===== config.mk =====
export PLATFORM = sky130hd
export DESIGN_NAME = snoop_src_resolver
export DESIGN_NICKNAME = d
export VERILOG_FILES = /design/src/rtl/snoop_res_pkg.sv /design/src/rtl/snoop_prio_chain.sv /design/src/rtl/snoop_xfer_timer.sv /design/src/rtl/snoop_src_resolver.sv
export SDC_FILE = /design/constraint.sdc
export NUM_CORES = 1
export LEC_CHECK = 0
export BUFFER_PORTS_ARGS = -buffer_cell sky130_fd_sc_hd__buf_2
export CORE_AREA = 4 4 41 43
export DETAILED_ROUTE_END_ITERATION = 10
export DIE_AREA = 0 0 45 47
export GPL_ROUTABILITY_DRIVEN = 0
export HOLD_SLACK_MARGIN = 0.05
export PLACE_DENSITY = 0.6
export SLEW_MARGIN = 10
export SYNTH_ARGS = -nofsm -noshare
export SYNTH_HDL_FRONTEND = slang
export SYNTH_SLANG_ARGS = --single-unit

===== constraint.sdc =====
create_clock -name clk -period 1.27 [get_ports clk]
set_input_delay 0 -clock clk [delete_from_list [all_inputs] [get_ports clk]]
set_output_delay 0 -clock clk [all_outputs]
set_load 0.02 [all_outputs]

===== src/rtl/snoop_res_pkg.sv =====
package snoop_res_pkg;
   typedef enum logic [0:0] {
      CHAIN_RIPPLE    = 1'b0,
      CHAIN_LOOKAHEAD = 1'b1
   } chain_style_e;
endpackage


===== src/rtl/snoop_prio_chain.sv =====
module snoop_prio_chain
   import snoop_res_pkg::*;
#(
   parameter int           N_CACHES    = 4,
   parameter chain_style_e CHAIN_STYLE = CHAIN_RIPPLE
) (
   input  logic [N_CACHES-1:0] hit_vec,
   output logic [N_CACHES-1:0] grant_vec,
   output logic                any_hit
);
   initial assert (N_CACHES >= 1) else $error("snoop_prio_chain: N_CACHES must be >= 1");

   generate
      if (CHAIN_STYLE == CHAIN_RIPPLE) begin : g_ripple
         logic [N_CACHES:0] pass_in;
         assign pass_in[0] = 1'b1;
         for (genvar i = 0; i < N_CACHES; i++) begin : g_stage
            // a stage forwards permission only if it is not claiming it
            assign grant_vec[i]   = pass_in[i] & hit_vec[i];
            assign pass_in[i+1]   = pass_in[i] & ~hit_vec[i];
         end
         assign any_hit = ~pass_in[N_CACHES];
      end else begin : g_lookahead
         logic [N_CACHES-1:0] neg_hit;
         assign neg_hit   = ~hit_vec + {{(N_CACHES-1){1'b0}}, 1'b1};
         assign grant_vec = hit_vec & neg_hit;
         assign any_hit   = |hit_vec;
      end
   endgenerate

   always_comb begin
      assert ($onehot0(grant_vec)) else $error("assert_grant_onehot_R3 violated");
   end
endmodule


===== src/rtl/snoop_xfer_timer.sv =====
module snoop_xfer_timer #(
   parameter int XFER_CYCLES = 2
) (
   input  logic clk,
   input  logic rst_n,
   input  logic start_req,
   output logic accept,
   output logic active
);
   localparam int CW = (XFER_CYCLES > 1) ? $clog2(XFER_CYCLES) : 1;
   localparam int LW = $clog2(XFER_CYCLES + 2);
   localparam logic [CW-1:0] LOAD_VAL = CW'(XFER_CYCLES - 1);

   initial assert (XFER_CYCLES >= 1) else $error("snoop_xfer_timer: XFER_CYCLES must be >= 1");

   logic [CW-1:0] remain;

   assign accept = start_req & ~active;

   always_ff @(posedge clk) begin
      if (!rst_n) begin
         active <= 1'b0;
         remain <= '0;
      end else if (accept) begin
         active <= 1'b1;
         remain <= LOAD_VAL;
      end else if (active) begin
         if (remain == '0) active <= 1'b0;
         else              remain <= remain - 1'b1;
      end
   end

   // independent window-length tally for checking
   logic [LW-1:0] run_len;
   always_ff @(posedge clk) begin
      if (!rst_n)      run_len <= '0;
      else if (accept) run_len <= LW'(1);
      else if (active) run_len <= run_len + 1'b1;
   end

   assert_window_bound_R6: assert property (@(posedge clk) disable iff (!rst_n)
      active |-> (run_len <= LW'(XFER_CYCLES)));
   assert_window_len_R6: assert property (@(posedge clk) disable iff (!rst_n)
      $fell(active) |-> ($past(run_len) == LW'(XFER_CYCLES)));
   assert_busy_ignored_R7: assert property (@(posedge clk) disable iff (!rst_n)
      (active && start_req) |-> !accept);
endmodule


===== src/rtl/snoop_src_resolver.sv =====
module snoop_src_resolver
   import snoop_res_pkg::*;
#(
   parameter int           N_CACHES    = 4,
   parameter int           XFER_CYCLES = 2,
   parameter chain_style_e CHAIN_STYLE = CHAIN_RIPPLE
) (
   input  logic                clk,
   input  logic                rst_n,
   input  logic                snoop_req,
   input  logic [N_CACHES-1:0] cache_hit,
   output logic                xfer_active,
   output logic [N_CACHES-1:0] cache_grant,
   output logic                mem_inhibit,
   output logic                mem_drive,
   output logic                src_is_cache
);
   logic [N_CACHES-1:0] grant_c;
   logic                any_hit_c;
   logic                accept;
   logic                active;
   logic [N_CACHES-1:0] grant_q;
   logic                hit_q;

   snoop_prio_chain #(
      .N_CACHES    (N_CACHES),
      .CHAIN_STYLE (CHAIN_STYLE)
   ) u_chain (
      .hit_vec   (cache_hit),
      .grant_vec (grant_c),
      .any_hit   (any_hit_c)
   );

   snoop_xfer_timer #(
      .XFER_CYCLES (XFER_CYCLES)
   ) u_timer (
      .clk       (clk),
      .rst_n     (rst_n),
      .start_req (snoop_req),
      .accept    (accept),
      .active    (active)
   );

   always_ff @(posedge clk) begin
      if (!rst_n) begin
         grant_q <= '0;
         hit_q   <= 1'b0;
      end else if (accept) begin
         grant_q <= grant_c;
         hit_q   <= any_hit_c;
      end
   end

   assign xfer_active  = active;
   assign cache_grant  = grant_q & {N_CACHES{active}};
   assign mem_inhibit  = hit_q & active;
   assign src_is_cache = hit_q & active;
   assign mem_drive    = ~hit_q & active;

   assert_single_source_R4: assert property (@(posedge clk) disable iff (!rst_n)
      xfer_active |-> ($countones({cache_grant, mem_drive}) == 1));
   assert_hold_stable_R6: assert property (@(posedge clk) disable iff (!rst_n)
      (xfer_active && $past(xfer_active)) |-> ($stable(cache_grant) && $stable(mem_drive)));
   assert_idle_quiet_R8: assert property (@(posedge clk) disable iff (!rst_n)
      !xfer_active |-> (cache_grant == '0 && !mem_drive && !mem_inhibit));
   assert_inhibit_grant_R2: assert property (@(posedge clk) disable iff (!rst_n)
      mem_inhibit |-> (cache_grant != '0));
endmodule


# Word-level counts from Yosys, hierarchy flattened
# Index checks and enable logic that the tools add are counted.
word_totals:
  reg_bits: 7
  inputBits: 7
  elab_cells: 29
op_classes:
  addsub: 1
  muxes: 6
  bitwise_logic: 17
  reduce_logical: 1
ops:
  columns: ["cell", "count"]
  rows:
  - ["$and 1x1->1", 9]
  - ["$not 1->1", 7]
  - ["$mux 1", 6]
  - ["$and 4x4->4", 1]
  - ["$reduce_bool 2->1", 1]
  - ["$sub 1x1->1 const B", 1]

# Logic depth before layout (Yosys ltp)
# Gate-level depths: netlist of run 1.
logic_depth:
  word_depth: 5
  mapped_depth: 4

# By module
# A second synthesis of run 1 with hierarchy kept.
hier_totals:
  hier_cells: 35
  hier_area_um2: 349.1
by_module_without_submodules:
  columns: ["mod", "n_inst", "cells_each", "area_each_um2"]
  rows:
  - ["snoop_src_resolver", 1, 23, 237.7]
  - ["snoop_xfer_timer", 1, 7, 73.8]
  - ["snoop_prio_chain", 1, 5, 37.5]

# Worst setup path after synthesis of run 1
# OpenSTA, ideal clock, no wires.
synth_timing:
  path_type: "reg-to-output"
  startpoint: "reg u_timer.active"
  endpoint: "out src_is_cache"
  arrival_time_ns: 1.030
  t_required_ns: 1.270
  setup_slack_ns: 0.240
  stages_incl_launch_ff: 4
  path_buffers: 2
  cell_sequence: "dfxtp_1 buf_6 and2_1 buf_4"
synth_between:
  elab_chain_cells: 1
synth_rtl:
  columns: ["item", "line", "rtl"]
  rows:
  - ["start: declaration", "snoop_xfer_timer.sv:8", "output logic active"]
  - ["start signal: assignment", "snoop_xfer_timer.sv:22", "active <= 1'b0;"]
  - ["start signal: assignment", "snoop_xfer_timer.sv:25", "active <= 1'b1;"]
  - ["start signal: assignment", "snoop_xfer_timer.sv:28", "if (remain == '0) active <= 1'b0;"]
  - ["$and 1x1->1", null, null]
  - ["end: declaration", "snoop_src_resolver.sv:16", "output logic src_is_cache"]
# No other way between the ends.

# Worst setup path in the final report of run 1
layout_timing:
  startpoint: "reg u_timer.active"
  endpoint: "out cache_grant[2]"
layout_between:
  elab_chain_cells: 1
layout_rtl:
  columns: ["item", "line", "rtl"]
  rows:
  - ["$and 4x4->4", "snoop_src_resolver.sv:55", "assign cache_grant = grant_q & {N_CACHES{active}};"]
  - ["end: declaration", "snoop_src_resolver.sv:13", "output logic [N_CACHES-1:0] cache_grant,"]
# No other way between the ends.

==> metrics.md, run 1 <==
| Metric | Value |
|---|---|
| Final Setup Violations | `0` |
| Fin Clk Skew | `approximately 0.0021 ns` |
| CP required | `roughly 1.3 ns` |
| Synthesized flop and latch total | `7` |
| Total wire length | `754 µm` |
| Total leakage power | `0.2298 nW` |
| Mapped Area | `between 300 and 400 µm²` |
| Rows | `13` |
| Max-slew headroom | `75.54%` |
| Core area | `1301 µm²` |
| Cell taking the most area after synthesis | `dfxtp_1` |
| DR pass1 iterations | `2` |
| Drt first-iter violations | `2` |
| Postcts setup bufs | `0` |
| Leading cell type in the layout, fill and taps excluded | `buf_2` |
| Most frequent cells in the layout | `buf_2 (14), dfxtp_1 (7), nand2_1 (6), dlygate4sd3_1 (4)` |
| H-tree Lvls | `1` |
| RSZ-0062 raised after global routing | `false` |
| Worst Hold Class | `in -> reg` |
| Hold Vio Cnt, Final | `0` |
| Post-route setup TNS | `0 ns` |
| Clock slew at reported path FFs | `around 0.06 ns` |
| Die span in x | `45 µm` |
| Max Root-Sink Buffers | `2` |
| Kind of critical path | `reg -> out` |
| TritonCTS clock tree | `built` |
| Final Net Count | `65` |
| Post-Synthesis Cells | `37` |
| Starting Density | `26.25%` |
| Area Overhead vs Synth | `39.93%` |
| Run status | `finished clean` |
| Diodes inserted | `0` |
| Min cycle time layout | `1.152 ns` |
| Layout cells sized above 1 | `38.60%` |
| Die height | `approximately 47 µm` |
| Worst hold margin | `0.06525 ns` |
| Vias in the first global route | `274` |
| Synthesized area per cell | `9.232 µm²` |
| Final HPWL DP | `523.9 µm` |
| TritonCTS buffer count | `3` |
| VDD IR-drop max | `~0.45 mV` |
| Gr usage total | `8.406%` |
| Top_reg_cell synth | `dfxtp_1` |
| Worst slew pin tran | `0.3664 ns` |
| CP arrival | `1.15 ns` |
| Port Buf Inserts | `14` |
| Initial antenna violation count | `0` |
| Largest net degree at the start of global routing | `12` |
| EDFF count, synth | `0` |
| FMAX | `867.8 MHz` |
| Power per standard cell area | `approximately 1100 nW/µm²` |
| # IOs | `15` |
| DRC Markers | `0` |
| First-pass GRT wire length | `1138 µm` |
| CTS Sinks | `7` |
| Post-layout util | `between 30% and 40%` |
| Maximum fanout along the worst path | `11` |
| CP Launch Type | `flip-flop` |
| Worst-Skew Late Latency | `around 0.25 ns` |
| Setup crit end kind | `output port` |
| Seq/Total Area, Yosys | `41.03%` |
| Post-synth net total | `44` |
| Die area | `2115 µm²` |
| Final worst-path cycle share | `90.74%` |
| Max-Cap Viols | `0` |
| Synth Warn # | `0` |
| Synth top area share | `between 40% and 50%` |
| Top cells by area, synth | `dfxtp_1 (41%), nand2_1 (6.6%), and2_1 (5.5%), o41ai_2 (4.8%), a21boi_0 (4.4%)` |
| Via Count | `312` |
| Via-per-instance ratio | `~4.3` |
| Antenna-violating nets left | `0` |
| Average wire per standard cell | `10.47 µm` |
| Max-slew violations | `0` |
| Root buf cell | `clkbuf_4` |
| Fraction of registers with async set/reset | `0%` |
| Synth cell types | `20` |
| Overflow after GRT | `0` |
cell usage after synthesis (2+ instances only):
library cell / instances
dfxtp_1: 7
nand2_1: 6
and2_1: 3
a21boi_0: 2
and2_2: 2
nand3_1: 2
nor2_1: 2
where the power goes:
| part | switching (W) | internal (W) |
|---|---|---|
| sequential | 0.0000108 | 0.000232 |
| combinational | 0.0000400 | 0.0000382 |
| clock | 0.0000862 | 0.000120 |
cells by family after synthesis:
family | Yosys count | synth area share [%]
flops | 7 | 41.02
compound gates | 6 | 14.28
buf+inv | 2 | 5.495
simple gates | 22 | 39.19
per-stage QoR:
step	instance area [µm²]	worst slack, ns	std cells	power (W)
2_1_floorplan	341.6	0.2398	37	0.0002914
3_3_place_gp	411.6	0.2674	64	0.0003153
3_5_place_dp	411.6	0.2549	64	0.0003159
4_1_cts	478.0	0.1126	72	0.0005351
5_1_grt	478.0	0.07316	72	0.0005595
6_report	478.0	0.1176	72	0.0005269
final cells by class:
class                      count  area, µm²
clock buffer                   4      26.28
fill                         145      823.3
multi-input combinational     28      182.7
sequential                     7      140.1
tap                           15      18.77
timing repair buffer          18      110.1
registers in the layout, indices dropped and copies added, names as in the netlist:
register / cells
grant_q: 4
hit_q: 1
u_timer.active: 1
u_timer.remain: 1
path summary, 6_finish.rpt:
kind                        from  slack (ns)        endpoint  cells after the start
hold / removal             rst_n        0.07           hit_q                      3
hold reg to reg       grant_q[3]        0.45      grant_q[3]                      2
setup reg to reg  u_timer.active        0.23      grant_q[1]                      3
setup / recovery  u_timer.active        0.12  cache_grant[2]                      2
what timing repair did:
action	in CTS	in global routing
hold endpoints to repair	5	0
hold buffers	4	0
gates resized for setup	0	0
critical path: stages, from the launching register on:
cell and delay, ns:
dfxtp_1 0.54, and2_2 0.21, buf_2 0.15
routing by layer:
layer	routed length (µm)	share of wire, %	GRT usage (%)	vias up
met2	334	44	11.02	10
li1	-	-	-	164
met5	0	0	0	-
met4	0	0	8.772	0
met1	358	47	8.966	138
met3	61	8.1	4.981	0
Note: power is estimated with default switching activity, not from simulation.
==> run 2: changes to the inputs <==
--- a/config.mk
+++ b/config.mk
@@ -5,7 +5,7 @@
 export SDC_FILE = /design/constraint.sdc
 export NUM_CORES = 1
 export LEC_CHECK = 0
-export BUFFER_PORTS_ARGS = -buffer_cell sky130_fd_sc_hd__buf_2
+export BUFFER_PORTS_ARGS = -buffer_cell sky130_fd_sc_hd__buf_4
 export CORE_AREA = 4 4 41 43
 export DETAILED_ROUTE_END_ITERATION = 10
 export DIE_AREA = 0 0 45 47
==> metrics.md, run 2 (synthesis results as in run 1) <==
| Metric | Value |
|---|---|
| Run status | `finished clean` |
| VDD IR-drop max | `between 0.7 and 0.8 mV` |
| Placed Instances | `65` |
| Kind of critical path | `reg -> out` |
| Antenna-violating nets left | `0` |
| Post-cts gate resize count | `0` |
| Die span in x | `45 µm` |
| Fin Clk Skew | `~0.00074 ns` |
| H-tree Lvls | `1` |
| Overflow after GRT | `0` |
| Crit path from | `u_timer.active` |
| Vias in the first global route | `269` |
| Max-slew headroom | `between 80% and 90%` |
| Leading cell type in the layout, fill and taps excluded | `buf_4` |
| Setup crit end kind | `output port` |
| Total wire length | `769 µm` |
| Gr usage total | `8.254%` |
| FMAX | `864.7 MHz` |
| TritonCTS buffer count | `3` |
| First-pass GRT wire length | `1124 µm` |
| Final Net Count | `68` |
| Worst path max stage delay | `approximately 0.44 ns` |
| Diodes inserted | `0` |
| Internal reg-to-reg setup slack | `0.35 ns` |
| Hold Vio Cnt, Final | `0` |
| Total leakage power | `around 0.25 nW` |
| Power per standard cell area | `1001 nW/µm²` |
| Largest net degree at the start of global routing | `10` |
| DR pass1 iterations | `4` |
| Most frequent cells in the layout | `buf_4 (15), dfxtp_1 (7), nand2_1 (6), dlygate4sd3_1 (6)` |
| Root buf cell | `clkbuf_4` |
| Max Root-Sink Buffers | `2` |
| Worst slew pin tran | `0.2617 ns` |
| Initial antenna violation count | `0` |
| Starting Density | `26.25%` |
| CP required | `1.27 ns` |
| Slowest stage cell, crit path | `dfxtp_1` |
| Max-slew violations | `0` |
| Area Overhead vs Synth | `58.24%` |
| Final worst-path cycle share | `between 90% and 100%` |
| Number of flip-flops in the largest register | `4` |
| Worst-Skew Late Latency | `0.25 ns` |
| Average wire per standard cell | `10.25 µm` |
| Layout cells sized above 1 | `38.33%` |
| Die area | `2115 µm²` |
| Maximum fanout along the worst path | `6` |
| Final Non-Filler Cells | `75` |
| Final HPWL DP | `around 550 µm` |
| CP Launch Type | `flip-flop` |
| Worst Hold Class | `reg -> reg` |
| Die height | `47 µm` |
| DRC Markers | `0` |
| Postcts setup bufs | `0` |
| Core area | `about 1300 µm²` |
| Post-route setup TNS | `0 ns` |
| Port Buf Inserts | `14` |
| Rows | `13` |
| Most used cell along the critical path | `buf_4` |
| Most flop-heavy register | `grant_q` |
| Clock slew at reported path FFs | `0.05 ns` |
| RSZ-0062 raised after global routing | `false` |
| Max-Cap Viols | `0` |
| RR Startpoint | `u_timer.active` |
| CP cell instances | `buf_4, and2_1, buf_4` |
| Min cycle time layout | `1.156 ns` |
| R2r endpoint | `grant_q[1]` |
| Via-per-instance ratio | `4.320` |
| Drt first-iter violations | `9` |
| Final Setup Violations | `0` |
| # IOs | `15` |
| CP arrival | `1.16 ns` |
| CP Capture Point | `src_is_cache` |
| CTS Sinks | `7` |
| Reg2Reg Depth | `3` |
| TritonCTS clock tree | `built` |
| Via Count | `324` |
run 2: layer usage:
| layer | track usage, % | vias up | routed length (µm) | share of wire, % |
|---|---|---|---|---|
| met2 | 11.02 | 16 | 355 | 46 |
| met4 | 3.509 | 0 | 0 | 0 |
| met1 | 9.447 | 136 | 332 | 43 |
| met3 | 6.897 | 0 | 81 | 11 |
| met5 | 0 | - | 0 | 0 |
| li1 | - | 172 | - | - |
run 2: area by class of cell:
type,instances,area (µm²)
Sequential cell,7,140.1
Multi-Input combinational cell,28,182.7
Timing Repair Buffer,21,172.7
Tap cell,15,18.77
Clock buffer,4,26.28
Fill cell,135,760.7
run 2: worst max-delay path: cells and delay by family, from the launching register on:
kind          cells  cell delay (ns)
flops             1             0.44
buf+inv           2             0.32
simple gates      1             0.14
run 2: per-stage QoR:
stage / utilization [%] / setup slack [ns] / power, W / area (µm²) / hold WS (ns)
floorplan: - / 0.2398 / 0.0002914 / 341.6 / 0.09846
global placement: 34.90 / 0.3905 / 0.0003298 / 454.2 / 0.2128
detailed placement: 34.90 / 0.3570 / 0.0003296 / 454.2 / 0.2151
CTS: 40.77 / 0.09341 / 0.0005482 / 530.5 / 0.05168
global route: 41.54 / 0.02258 / 0.0005776 / 540.5 / 0.4619
finish: 41.54 / 0.1135 / 0.0005413 / 540.5 / 0.4494
run 2: power by group:
part           internal, W  switching (W)  leakage (nW)
clock             0.000120      0.0000820        0.0150
combinational    0.0000545      0.0000445         0.176
sequential        0.000232     0.00000864        0.0575
total             0.000406       0.000135         0.248
run 2: repair_timing:
| item | CTS | global route |
|---|---|---|
| setup endpoints to repair | 0 | 0 |
| hold buffers | 5 | 1 |
| hold endpoints to repair | 5 | 1 |
run 2: how the worst min path moves through the flow:
stage | start | end | slack [ns] | cells past startpoint
floorplan | cache_hit[0] | grant_q[2] | 0.1 | 1
global placement | cache_hit[1] | grant_q[2] | 0.21 | 2
detailed placement | cache_hit[1] | grant_q[2] | 0.22 | 2
CTS | snoop_req | u_timer.remain | 0.05 | 3
global route | grant_q[3] | grant_q[3] | 0.46 | 2
finish | grant_q[3] | grant_q[3] | 0.45 | 2
==> run 3: changes to the inputs <==
--- a/config.mk
+++ b/config.mk
@@ -5,13 +5,13 @@
 export SDC_FILE = /design/constraint.sdc
 export NUM_CORES = 1
 export LEC_CHECK = 0
-export BUFFER_PORTS_ARGS = -buffer_cell sky130_fd_sc_hd__buf_4
 export CORE_AREA = 4 4 41 43
 export DETAILED_ROUTE_END_ITERATION = 10
 export DIE_AREA = 0 0 45 47
+export DONT_BUFFER_PORTS = 1
 export GPL_ROUTABILITY_DRIVEN = 0
 export HOLD_SLACK_MARGIN = 0.05
-export PLACE_DENSITY = 0.6
+export PLACE_DENSITY = 0.5
 export SLEW_MARGIN = 10
 export SYNTH_ARGS = -nofsm -noshare
 export SYNTH_HDL_FRONTEND = slang
==> metrics.md, run 3 (synthesis results as in run 1) <==
| Metric | Value |
|---|---|
| Maximum fanout along the worst path | `6` |
| Core area | `1301 µm²` |
| Area Overhead vs Synth | `32.23%` |
| Root buf cell | `clkbuf_4` |
| Worst Hold Class | `reg -> reg` |
| Max-slew violations | `0` |
| TritonCTS buffer count | `3` |
| Fin Clk Skew | `0.002348 ns` |
| Layout cells sized above 1 | `25.00%` |
| Via Count | `281` |
| Die span in x | `45 µm` |
| Final Net Count | `56` |
| Final Setup Violations | `0` |
| Most frequent cells in the layout | `nand2_1 (6), dfxtp_1 (6), dlygate4sd3_1 (6)` |
| Post-layout util | `between 30% and 40%` |
| CTS Sinks | `7` |
| Drt first-iter violations | `3` |
| Power per standard cell area | `1136 nW/µm²` |
| Sequential share of power | `47.6%` |
| Hold Vio Cnt, Final | `0` |
| Via-per-instance ratio | `4.460` |
| Gr usage total | `approximately 7.2%` |
| TritonCTS clock tree | `built` |
| Kind of critical path | `reg -> out` |
| RSZ-0062 raised after global routing | `false` |
| Starting Density | `26.25%` |
| CP required | `1.27 ns` |
| # IOs | `15` |
| Max-Cap Viols | `0` |
| FF/Latch Area | `141.4 µm²` |
| Die area | `~2100 µm²` |
| VDD IR-drop max | `about 0.40 mV` |
| Setup crit end kind | `output port` |
| Final worst-path cycle share | `90.97%` |
| First-pass GRT wire length | `1062 µm` |
| Average wire per standard cell | `roughly 11 µm` |
| Pre-CTS setup slack | `roughly 0.17 ns` |
| Total wire length | `around 680 µm` |
| Worst slew pin tran | `0.2457 ns` |
| Port Buf Inserts | `0` |
| Max-slew headroom | `83.50%` |
| Sw Ratio | `24.16%` |
| Largest net degree at the start of global routing | `10` |
| Comb power frac | `14.4%` |
| Worst-Skew Late Latency | `0.24 ns` |
| Rows | `13` |
| Total leakage power | `0.1876 nW` |
| Number of flip-flops in the largest register | `4` |
| Min cycle time layout | `approximately 1.2 ns` |
| Die height | `47 µm` |
| Multi-input gate area | `182.7 µm²` |
| Post-route setup TNS | `0 ns` |
| Vias in the first global route | `about 290` |
| Antenna-violating nets left | `0` |
| CP Launch Type | `flip-flop` |
| Clock slew at reported path FFs | `0.05 ns` |
| Internal power | `slightly below 0.0004 W` |
| Diodes inserted | `0` |
| DRC Markers | `0` |
| Initial antenna violation count | `0` |
| CP arrival | `1.16 ns` |
| Overflow after GRT | `0` |
| Final HPWL DP | `545.4 µm` |
| Run status | `finished clean` |
| FMAX | `865.6 MHz` |
| DR pass1 iterations | `3` |
| Clock power share | `37.9%` |
| NetSw | `~0.00012 W` |
| Total Power | `0.0005133 W` |
| FILL cells | `roughly 150` |
| H-tree Lvls | `1` |
| Max Root-Sink Buffers | `2` |
| Setup ws final | `0.1147 ns` |
| Most flop-heavy register | `grant_q` |
-- run 3: cell types whose count changed in the layout (fill, tap and decap cells not counted) --
cell / delta
dfxtp_1: -1
dfxtp_2: +1
buf_4: -12
-- run 3: critical path: stages, from the launching register on --
cell and delay (ns):
dfxtp_2 0.45, buf_4 0.17, and2_1 0.12, buf_4 0.17
-- run 3: path summary, 6_finish.rpt --
| path | end | startpoint | slack (ns) | cells past startpoint |
|---|---|---|---|---|
| worst max register to register | hit_q | u_timer.active | 0.34 | 3 |
| worst min register to register | grant_q[3] | grant_q[3] | 0.44 | 2 |
| worst max-delay path | mem_inhibit | u_timer.active | 0.11 | 3 |
| worst min-delay path | grant_q[3] | grant_q[3] | 0.44 | 2 |
-- run 3: through the flow --
step                instance area, µm²  instances  hold WS (ns)
floorplan                        341.6         37       0.09846
global placement                 364.1         53        0.1056
detailed placement               364.1         53        0.1043
CTS                              451.7         63        0.4478
global route                     451.7         63        0.4671
finish                           451.7         63        0.4439
-- run 3: power by group through the flow --
stage | clock, W | sequential (W) | combinational (W)
2_1_floorplan | 0 | 0.000244 | 0.0000477
3_3_place_gp | 0 | 0.000248 | 0.0000521
3_5_place_dp | 0 | 0.000249 | 0.0000527
4_1_cts | 0.000201 | 0.000245 | 0.0000753
5_1_grt | 0.000212 | 0.000246 | 0.0000820
6_report | 0.000195 | 0.000244 | 0.0000740
-- run 3: cell type report --
| cell class | instances | share of cell area [%] |
|---|---|---|
| clock buffer | 4 | 5.817 |
| timing repair buffer | 9 | 18.28 |
| sequential | 7 | 31.30 |
| tap | 15 | 4.155 |
| multi-input combinational | 28 | 40.44 |
-- run 3: metal layers --
layer / global-route usage [%] / share of wire, % / up-vias
met3: 3.448 / 11 / 4
met1: 6.393 / 37 / 121
li1: - / - / 146
met5: 0 / 0 / -
met2: 11.86 / 49 / 10
met4: 7.018 / 2.5 / 0
-- run 3: repair_timing --
item,CTS,global route
hold buffers,6,0
setup buffers,0,0
endpoints found under the hold margin,7,0
endpoints found under the setup margin,4,0
resized for setup,1,0
